[config.mk]
export PLATFORM = sky130hd
export DESIGN_NAME = oneshot_timer
export DESIGN_NICKNAME = d
export VERILOG_FILES = /design/src/rtl/oneshot_pkg.sv /design/src/rtl/trig_edge_det.sv /design/src/rtl/width_select.sv /design/src/rtl/oneshot_core.sv /design/src/rtl/oneshot_timer.sv
export SDC_FILE = /design/constraint.sdc
export NUM_CORES = 1
export LEC_CHECK = 0
export ABC_AREA = 1
export BUFFER_PORTS_ARGS = -buffer_cell sky130_fd_sc_hd__buf_2
export CAP_MARGIN = 40
export CORE_ASPECT_RATIO = 0.6
export CORE_MARGIN = 2
export CORE_UTILIZATION = 50
export DETAILED_ROUTE_END_ITERATION = 6
export MAX_ROUTING_LAYER = met4
export PLACE_DENSITY = 0.67
export SLEW_MARGIN = 20
export SYNTH_ARGS = -nofsm -noshare
export SYNTH_HDL_FRONTEND = slang
export SYNTH_SLANG_ARGS = --single-unit
[constraint.sdc]
create_clock -name clk -period 1.5 [get_ports clk]
set_input_delay 0.3 -clock clk [delete_from_list [all_inputs] [get_ports clk]]
set_output_delay 0.3 -clock clk [all_outputs]
set_load 0.02 [all_outputs]
[src/rtl/oneshot_pkg.sv]
package oneshot_pkg;
   typedef enum logic [1:0] {
      PH_START  = 2'd0,
      PH_IDLE   = 2'd1,
      PH_ACTIVE = 2'd2,
      PH_REARM  = 2'd3
   } phase_t;

   function automatic int max_int(input int a, input int b);
      return (a > b) ? a : b;
   endfunction
endpackage

[src/rtl/trig_edge_det.sv]
module trig_edge_det #(
   parameter int STAGES    = 2,
   parameter bit RISE_TRIG = 1'b1
) (
   input  logic clk,
   input  logic rst_n,
   input  logic din,
   output logic edge_o
);
   localparam logic IDLE_LVL = RISE_TRIG ? 1'b0 : 1'b1;

   if (STAGES < 2) begin : g_bad_stages
      $error("trig_edge_det: STAGES must be at least 2");
   end

   logic [STAGES-1:0] sync_q;
   logic              prev_q;

   always_ff @(posedge clk or negedge rst_n) begin
      if (!rst_n) begin
         sync_q <= {STAGES{IDLE_LVL}};
         prev_q <= IDLE_LVL;
      end else begin
         sync_q <= {sync_q[STAGES-2:0], din};
         prev_q <= sync_q[STAGES-1];
      end
   end

   if (RISE_TRIG) begin : g_rise
      assign edge_o = sync_q[STAGES-1] & ~prev_q;
   end else begin : g_fall
      assign edge_o = ~sync_q[STAGES-1] & prev_q;
   end

   // a detected edge cannot repeat on the next cycle
   a_r2_single_edge: assert property (@(posedge clk) disable iff (!rst_n)
      edge_o |=> !edge_o);
endmodule

[src/rtl/width_select.sv]
module width_select #(
   parameter int SEL_W     = 3,
   parameter int STEP_LOG2 = 3,
   parameter int CNT_W     = 22
) (
   input  logic [SEL_W-1:0] sel,
   output logic [CNT_W-1:0] last_cnt
);
   localparam int NSEL = 2 ** SEL_W;

   if (CNT_W < STEP_LOG2 * (NSEL - 1) + 1) begin : g_bad_width
      $error("width_select: CNT_W too narrow for the largest width");
   end

   always_comb begin
      last_cnt = '0;
      for (int i = 0; i < NSEL; i++) begin
         if (sel == SEL_W'(i))
            last_cnt = (CNT_W'(1) << (STEP_LOG2 * i)) - CNT_W'(1);
      end
   end
endmodule

[src/rtl/oneshot_core.sv]
module oneshot_core
   import oneshot_pkg::*;
#(
   parameter int CNT_W         = 22,
   parameter int STARTUP_TICKS = 500,
   parameter int REARM_TICKS   = 2,
   parameter bit RETRIG        = 1'b1
) (
   input  logic             clk,
   input  logic             rst_n,
   input  logic             tick,
   input  logic             trig_edge,
   input  logic [CNT_W-1:0] last_cnt,
   output logic             active,
   output logic             ready
);
   localparam bit HAS_REARM  = (REARM_TICKS > 0);
   localparam int REARM_LAST = HAS_REARM ? REARM_TICKS - 1 : 0;
   localparam logic [CNT_W-1:0] START_LAST = CNT_W'(STARTUP_TICKS - 1);
   localparam logic [CNT_W-1:0] RARM_LAST  = CNT_W'(REARM_LAST);

   if (STARTUP_TICKS < 1) begin : g_bad_start
      $error("oneshot_core: STARTUP_TICKS must be at least 1");
   end
   if (REARM_TICKS < 0) begin : g_bad_rearm
      $error("oneshot_core: REARM_TICKS must not be negative");
   end

   phase_t           phase_q;
   logic [CNT_W-1:0] cnt_q;

   always_ff @(posedge clk or negedge rst_n) begin
      if (!rst_n) begin
         phase_q <= PH_START;
         cnt_q   <= '0;
      end else begin
         unique case (phase_q)
            PH_START: begin
               if (tick) begin
                  if (cnt_q == START_LAST) begin
                     phase_q <= PH_IDLE;
                     cnt_q   <= '0;
                  end else begin
                     cnt_q <= cnt_q + 1'b1;
                  end
               end
            end
            PH_IDLE: begin
               if (trig_edge) begin
                  phase_q <= PH_ACTIVE;
                  cnt_q   <= '0;
               end
            end
            PH_ACTIVE: begin
               if (RETRIG && trig_edge) begin
                  cnt_q <= '0;
               end else if (tick) begin
                  if (cnt_q == last_cnt) begin
                     phase_q <= HAS_REARM ? PH_REARM : PH_IDLE;
                     cnt_q   <= '0;
                  end else begin
                     cnt_q <= cnt_q + 1'b1;
                  end
               end
            end
            PH_REARM: begin
               if (tick) begin
                  if (cnt_q == RARM_LAST) begin
                     phase_q <= PH_IDLE;
                     cnt_q   <= '0;
                  end else begin
                     cnt_q <= cnt_q + 1'b1;
                  end
               end
            end
            default: begin
               phase_q <= PH_START;
               cnt_q   <= '0;
            end
         endcase
      end
   end

   assign active = (phase_q == PH_ACTIVE);
   assign ready  = (phase_q != PH_START);

   // the final tick of the programmed count ends the pulse
   a_r1_ends_on_count: assert property (@(posedge clk) disable iff (!rst_n)
      (phase_q == PH_ACTIVE && tick && cnt_q == last_cnt && !(RETRIG && trig_edge))
      |=> phase_q != PH_ACTIVE);

   // without retriggering an edge leaves the count alone
   a_r3_no_restart: assert property (@(posedge clk) disable iff (!rst_n)
      (!RETRIG && phase_q == PH_ACTIVE && trig_edge && !tick) |=> $stable(cnt_q));

   // no pulse can begin straight out of the rearm window
   a_r4_rearm_blocks: assert property (@(posedge clk) disable iff (!rst_n)
      (phase_q == PH_REARM) |=> phase_q != PH_ACTIVE);

   // a retrigger restarts the count and keeps the pulse active
   a_r5_restart: assert property (@(posedge clk) disable iff (!rst_n)
      (RETRIG && phase_q == PH_ACTIVE && trig_edge)
      |=> (phase_q == PH_ACTIVE && cnt_q == '0));

   // start-up never leads straight into a pulse
   a_r7_start_no_pulse: assert property (@(posedge clk) disable iff (!rst_n)
      (phase_q == PH_START) |=> (phase_q == PH_START || phase_q == PH_IDLE));

   // without a tick an active pulse is frozen
   a_r9_stall: assert property (@(posedge clk) disable iff (!rst_n)
      (phase_q == PH_ACTIVE && !tick && !trig_edge)
      |=> (phase_q == PH_ACTIVE && $stable(cnt_q)));
endmodule

[src/rtl/oneshot_timer.sv]
module oneshot_timer
   import oneshot_pkg::*;
#(
   parameter bit RISE_TRIG     = 1'b1,
   parameter bit RETRIG        = 1'b1,
   parameter int SEL_W         = 3,
   parameter int STEP_LOG2     = 3,
   parameter int SYNC_STAGES   = 2,
   parameter int STARTUP_TICKS = 500,
   parameter int REARM_TICKS   = 2
) (
   input  logic             clk,
   input  logic             rst_n,
   input  logic             tick_en,
   input  logic             trig_in,
   input  logic [SEL_W-1:0] width_sel,
   input  logic             inv_pol,
   output logic             pulse_out
);
   localparam int DIV_W   = STEP_LOG2 * (2 ** SEL_W - 1) + 1;
   localparam int START_W = $clog2(STARTUP_TICKS + 1);
   localparam int RARM_W  = $clog2(REARM_TICKS + 1);
   localparam int CNT_W   = max_int(DIV_W, max_int(START_W, RARM_W));

   if (SEL_W < 1 || STEP_LOG2 < 1) begin : g_bad_sel
      $error("oneshot_timer: SEL_W and STEP_LOG2 must be positive");
   end

   logic             trig_edge;
   logic [CNT_W-1:0] last_cnt;
   logic             active;
   logic             ready;

   trig_edge_det #(
      .STAGES    (SYNC_STAGES),
      .RISE_TRIG (RISE_TRIG)
   ) u_edge (
      .clk    (clk),
      .rst_n  (rst_n),
      .din    (trig_in),
      .edge_o (trig_edge)
   );

   width_select #(
      .SEL_W     (SEL_W),
      .STEP_LOG2 (STEP_LOG2),
      .CNT_W     (CNT_W)
   ) u_width (
      .sel      (width_sel),
      .last_cnt (last_cnt)
   );

   oneshot_core #(
      .CNT_W         (CNT_W),
      .STARTUP_TICKS (STARTUP_TICKS),
      .REARM_TICKS   (REARM_TICKS),
      .RETRIG        (RETRIG)
   ) u_core (
      .clk       (clk),
      .rst_n     (rst_n),
      .tick      (tick_en),
      .trig_edge (trig_edge),
      .last_cnt  (last_cnt),
      .active    (active),
      .ready     (ready)
   );

   assign pulse_out = ready & (active ^ inv_pol);
endmodule

# Yosys cells after proc, flatten, opt, wreduce, memory -nomap -nowiden
# Cells that the tools add are included.
[word_totals] in_bits=8 out_inout_bits=1 regBits=27 word_cells=60
[op_classes] reduce_logical=4 n_eq_ne=22 addsub=1 n_mux=25 n_bitwise=4
[ops] operator="$mux 22" count=8
[ops] operator="$pmux 22 s4" count=1
[ops] operator="$add 22x1->22 const B" count=1
[ops] operator="$eq 22x1->1 const B" count=1
[ops] operator="$eq 22x21->1" count=1
[ops] operator="$eq 22x9->1 const B" count=1
[ops] operator="$mux 21" count=1
[ops] operator="$mux 18" count=1
[ops] operator="$mux 2" count=8
[ops] operator="$mux 15" count=1
[ops] operator="$eq 3x3->1 const B" count=4
[ops] operator="$mux 12" count=1
[ops] operator="$ne 2x2->1 const B" count=5
[ops] operator="$mux 9" count=1
[ops] operator="$pmux 2 s4" count=1
[ops] operator="$reduce_and 8->1" count=1
[ops] operator="$eq 3x2->1 const B" count=2
[ops] operator="$mux 6" count=1
[ops] operator="$ne 2x1->1 const B" count=3
[ops] operator="$eq 2x2->1 const B" count=2
[ops] operator="$reduce_and 4->1" count=1
[ops] operator="$eq 3x1->1 const B" count=1
[ops] operator="$mux 3" count=1
[ops] operator="$ne 3x3->1 const B" count=1
[ops] operator="6 further kinds" count=7

# Logic depth before layout (Yosys ltp)
[logic_depth] word_depth=13 depth_mapped=14 depth_no_buf=13

# By module
# From an unflattened synthesis, not the netlist that was laid out.
[hier_totals] hier_cells=360 area_unflattened_um2=2313.5
[by_module_without_submodules] module="oneshot_core" cells_per_inst=322 area_per_inst_um2=2045.7 instances=1
[by_module_without_submodules] module="width_select" cells_per_inst=29 area_per_inst_um2=167.7 instances=1
[by_module_without_submodules] module="trig_edge_det" cells_per_inst=5 area_per_inst_um2=85.1 instances=1
[by_module_without_submodules] module="oneshot_timer" cells_per_inst=4 area_per_inst_um2=15.0 instances=1

# Least setup slack after synthesis
# Ideal clock, no wire load.
[synth_timing] path_type="reg-to-reg" start="register u_core.cnt_q[0]" end="register u_core.cnt_q[14]" path_slack_ps=-56 arrival_ps=1440 path_buffers=0 setup_ps=116 stages_incl_launch_ff=12 cell_sequence="dfrtp_1 > ha_1 > nand2_1 > inv_1 > nand2_1 > nor2_1 > nand2_1 > nor2_1 > xor2_1 > nor2_1 > nand2_1 > nand2_1"
[synth_via] elab_chain_len=5
[synth_lines] element="start: declaration" line="oneshot_core.sv:30" rtl="logic [CNT_W-1:0] cnt_q;"
[synth_lines] element="start signal: assignment" line="oneshot_core.sv:44" rtl="cnt_q <= cnt_q + 1'b1;"
[synth_lines] element="start signal: assignment" line="oneshot_core.sv:62" rtl="cnt_q <= cnt_q + 1'b1;"
[synth_lines] element="start signal: assignment" line="oneshot_core.sv:72" rtl="cnt_q <= cnt_q + 1'b1;"
[synth_lines] element="$add 22x1->22 or $eq 22x21->1 (tied branches)"
[synth_lines] element="$mux 22" line="oneshot_core.sv:58" rtl="if (cnt_q == last_cnt) begin"
[synth_lines] element="$mux 22" line="oneshot_core.sv:57" rtl="end else if (tick) begin"
[synth_lines] element="$mux 22" line="oneshot_core.sv:55" rtl="if (RETRIG && trig_edge) begin"
[synth_lines] element="$pmux 22 s4 *" line="oneshot_core.sv:37" rtl="unique case (phase_q)"
# Every way passes the cells marked *; elsewhere a longest branch is shown, timed or not. The select of a mux whose other input is x is not followed.
# A chain may end at the register's enable or synchronous reset.

# Worst setup path after layout
[layout_timing] start="register u_core.phase_q[1]" end="output port pulse_out"
[layout_via] elab_chain_len=3
[layout_lines] element="start: declaration" line="oneshot_core.sv:29" rtl="phase_t phase_q;"
[layout_lines] element="start signal: assignment" line="oneshot_core.sv:59" rtl="phase_q <= HAS_REARM ? PH_REARM : PH_IDLE;"
[layout_lines] element="$eq 2x2->1" line="oneshot_core.sv:84" rtl="assign active = (phase_q == PH_ACTIVE);"
[layout_lines] element="$xor 1x1->1" line="oneshot_timer.sv:68" rtl="assign pulse_out = ready & (active ^ inv_pol);"
[layout_lines] element="$and 1x1->1 *" line="oneshot_timer.sv:68"
[layout_lines] element="end: declaration" line="oneshot_timer.sv:18" rtl="output logic pulse_out"
# Every way passes the cells marked *; elsewhere a longest branch is shown, timed or not.

==> run_results.csv <==
group,metric,value,unit
grt,grt_first_pass_wirelength,9.853,mm
routing,vias_per_cell,5.175,
placed_design,routabilityCongestion,0.8960,
timing,rsz0062_at_grt,"true",
grt,grt_start_max_net_pins,28,
clock_tree,clk_latency,290,ps
routing,drtIter0Drc,200,
clock_tree,cts_made_buffers,3,
routing,post_drt_wl_per_cell,13.91,µm
routing,first_pass_iters,5,
timing,skew,5.626,ps
clock_tree,clkTransAtPathRegs,100,ps
logic_synthesis,ys_ff_latch,27,
hold_path,worstHoldPathType,"in -> async",
floorplan,num_rows,17,
timing,worst_pin_slew,648.4,ps
cells_and_area,nFillCells,284,
worst_setup_path,cpPeakStageDelay,400,ps
timing,post-route-min-period,1750,ps
grt,grt_overflow,0,
cells_and_area,drive_above_1_share,0.3778,
clock_tree,htree_levels,1,
routing,drtAntennaViolNets,0,
routing,drc,0,
grt,grt_pass1_vias,2139,
worst_setup_path,path_depth,6,
routing,routed_wl,6.288,mm
floorplan,io_pins,9,
worst_setup_path,path_cells,"buf_4 -> ha_4 -> buf_6 -> o21ai_2 -> a21oi_1 -> buf_4",
worst_setup_path,required,1200,ps
timing,setup_slack,-250.5,ps
logic_synthesis,yosys_warnings,0,
cells_and_area,post-route-util,0.7884,
clock_tree,clockBufferDepth,2,
logic_synthesis,syn_nets,337,
placed_design,dpl.hpwl,4.311,mm
clock_tree,ctsRootBufferMaster,"clkbuf_8",
routing,route.vias.total,2339,
timing,slew_headroom,0.5677,
logic_synthesis,syn_inst,322,
floorplan,fp.dieH,53.59,µm
cells_and_area,layoutNonFillerInstCount,452,
floorplan,chipWidth,86.66,µm
worst_setup_path,crit_buf_inv,3,
flow_run,cap_violations,0,
clock_tree,cts.sinks,27,
timing,finalHoldViolations,0,
placed_design,dp.cells,441,
timing,setup_viol,25,
grt,track_usage,0.2895,
power,p_leak,1.480,nW
status,outcome,"finished with violations",
power,power_density,639.1,mW/mm²
logic_synthesis,ys_types,24,
timing,slew_viol_final,0,
floorplan,die-area,0.004644,mm²
worst_setup_path,crit_slowest_cell,"dfrtp_1",
status,violations,"setup timing",
timing,min_period_over_period,1.167,
cells_and_area,area_growth_syn_to_layout,46.46,%
worst_setup_path,crit_fanout,3,
placed_design,io_buffers,8,
worst_setup_path,crit_type,"reg -> out",
worst_setup_path,crit_top_cell,"buf_4",
worst_setup_path,critPathCaptureType,"output pin",
grt,antenna_found_initial,0,
cells_and_area,fin_nets,421,
worst_setup_path,worstPathArrival,1450,ps
power,peakVddDrop,406.5,µV
logic_synthesis,ys_seq_area_frac,0.3297,
logic_synthesis,syn_avg_cell_area,6.365,µm²
worst_setup_path,rr_worst_depth,9,
worst_setup_path,critPathTopFamily,"buffers and inverters",
cells_and_area,antenna_cells,0,
floorplan,core_area,0.003807,mm²
logic_synthesis,syn_area,0.002049,mm²
timing,fmax,571.3,MHz
clock_tree,cts_tree,"done",
worst_setup_path,cp-start-kind,"flop",
floorplan,start_util,0.5383,
[registers in the layout, indices dropped and copies added, names as in the netlist]
register	count
u_core.phase_q	2
u_edge.prev_q	1
u_core.cnt_q	22
u_edge.sync_q	2
[layout by cell type, fill, tap and decap left out, types with 3 or more instances in the layout]
cell,netlist,layout
a21oi_1,9,7
buf_12,0,3
buf_2,0,7
buf_4,2,69
buf_6,2,6
clkbuf_8,0,3
dfrtp_1,27,25
ha_4,0,3
inv_1,29,22
inv_2,4,11
nand2_1,127,120
nand2_2,3,10
nand3_1,16,11
nand3_2,2,7
nand4_1,6,6
nor2_1,49,36
nor2_2,1,11
nor2_4,2,5
nor3_1,15,6
nor3_2,0,7
xor2_1,10,10
[layout make-up]
type	instances	area, µm²	area share
sequential	27	678.2	0.2259
inverter	34	127.6	0.04252
timing repair buffer	85	680.7	0.2268
tap	47	58.81	0.01959
clock buffer	3	41.29	0.01376
clock inverter	1	7.507	0.002501
multi-input combinational	255	1408	0.4689
[power by group]
group	internal (mW)	switching (mW)	total (mW)
Combinational	0.275	0.326	0.601
Clock	0.190	0.259	0.448
Sequential	0.785	0.0834	0.869
Total	1.25	0.669	1.92
[Yosys cell counts]
| cell type | n | area, µm² |
|---|---|---|
| a211oi_1 | 1 | 7.510 |
| a21oi_1 | 9 | 45.04 |
| buf_4 | 2 | 15.01 |
| buf_6 | 2 | 22.52 |
| clkbuf_1 | 2 | 7.510 |
| clkinv_1 | 1 | 3.750 |
| dfrtp_1 | 27 | 675.7 |
| ha_1 | 7 | 87.58 |
| inv_1 | 29 | 108.9 |
| inv_2 | 4 | 15.01 |
| nand2_1 | 127 | 476.7 |
| nand2_2 | 3 | 18.77 |
| nand3_1 | 16 | 80.08 |
| nand3_2 | 2 | 20.02 |
| nand3b_1 | 2 | 15.01 |
| nand4_1 | 6 | 37.54 |
| nor2_1 | 49 | 183.9 |
| nor2_2 | 1 | 6.260 |
| nor2_4 | 2 | 22.52 |
| nor3_1 | 15 | 75.07 |
| o21ai_0 | 1 | 5.000 |
| o21bai_1 | 2 | 15.01 |
| xnor2_1 | 2 | 17.52 |
| xor2_1 | 10 | 87.58 |
[worst paths after layout]
kind	slack, ps	to	from
setup / recovery	-250	pulse_out	u_core.phase_q[1]
hold / removal	30	u_core.cnt_q[7]	rst_n
setup reg to reg	-220	u_core.cnt_q[3]	u_core.cnt_q[12]
hold reg to reg	360	u_edge.sync_q[1]	u_edge.sync_q[0]
max in group asynchronous	1020	u_core.cnt_q[0]	rst_n
min in group clk	110	u_edge.sync_q[0]	trig_in
[stage by stage]
stage | hold WS (ps) | setup TNS [ps] | cell area [µm²] | setup slack, ps | total power, mW
2_1_floorplan | 4.409 | -636.7 | 2058 | -31.84 | 1.126
3_3_place_gp | 331.9 | -4128 | 2663 | -211.3 | 1.357
3_5_place_dp | 337.3 | -4605 | 2663 | -217.3 | 1.366
4_1_cts | 24.31 | -4126 | 2893 | -186.4 | 1.890
5_1_grt | 54.81 | -6911 | 3002 | -323.3 | 2.020
6_report | 25.69 | -4950 | 3002 | -250.5 | 1.918
[routing by layer]
layer | track usage | vias to the layer above | part of all wire
met1 | 0.4094 | 1071 | 0.46
met5 | - | - | 0
met4 | 0.05990 | 0 | 0.010
li1 | - | 1167 | -
met3 | 0.05521 | 8 | 0.089
met2 | 0.4372 | 93 | 0.44
[logic make-up (layout without fill, tap and decap cells)]
kind of cell / Yosys count / count (layout) / share of synthesized area
adders and majority gates: 7 / 7 / 0.04273
xor gates and xnor gates: 12 / 12 / 0.05128
and+or+nand+nor: 223 / 223 / 0.4567
DFF: 27 / 27 / 0.3297
buffers and inverters: 40 / 123 / 0.08424
AOI/OAI and AO/OA: 13 / 13 / 0.03540
[timing repair]
| item | in CTS | in global routing |
|---|---|---|
| hold buffers | 0 | 0 |
| setup buffers | 5 | 1 |
| gates cloned | 1 | 0 |
| pin swaps | 15 | 15 |
| resized for setup | 41 | 25 |
| endpoints found under the setup margin | 25 | 25 |
Note: power is estimated with default switching activity, not from simulation.
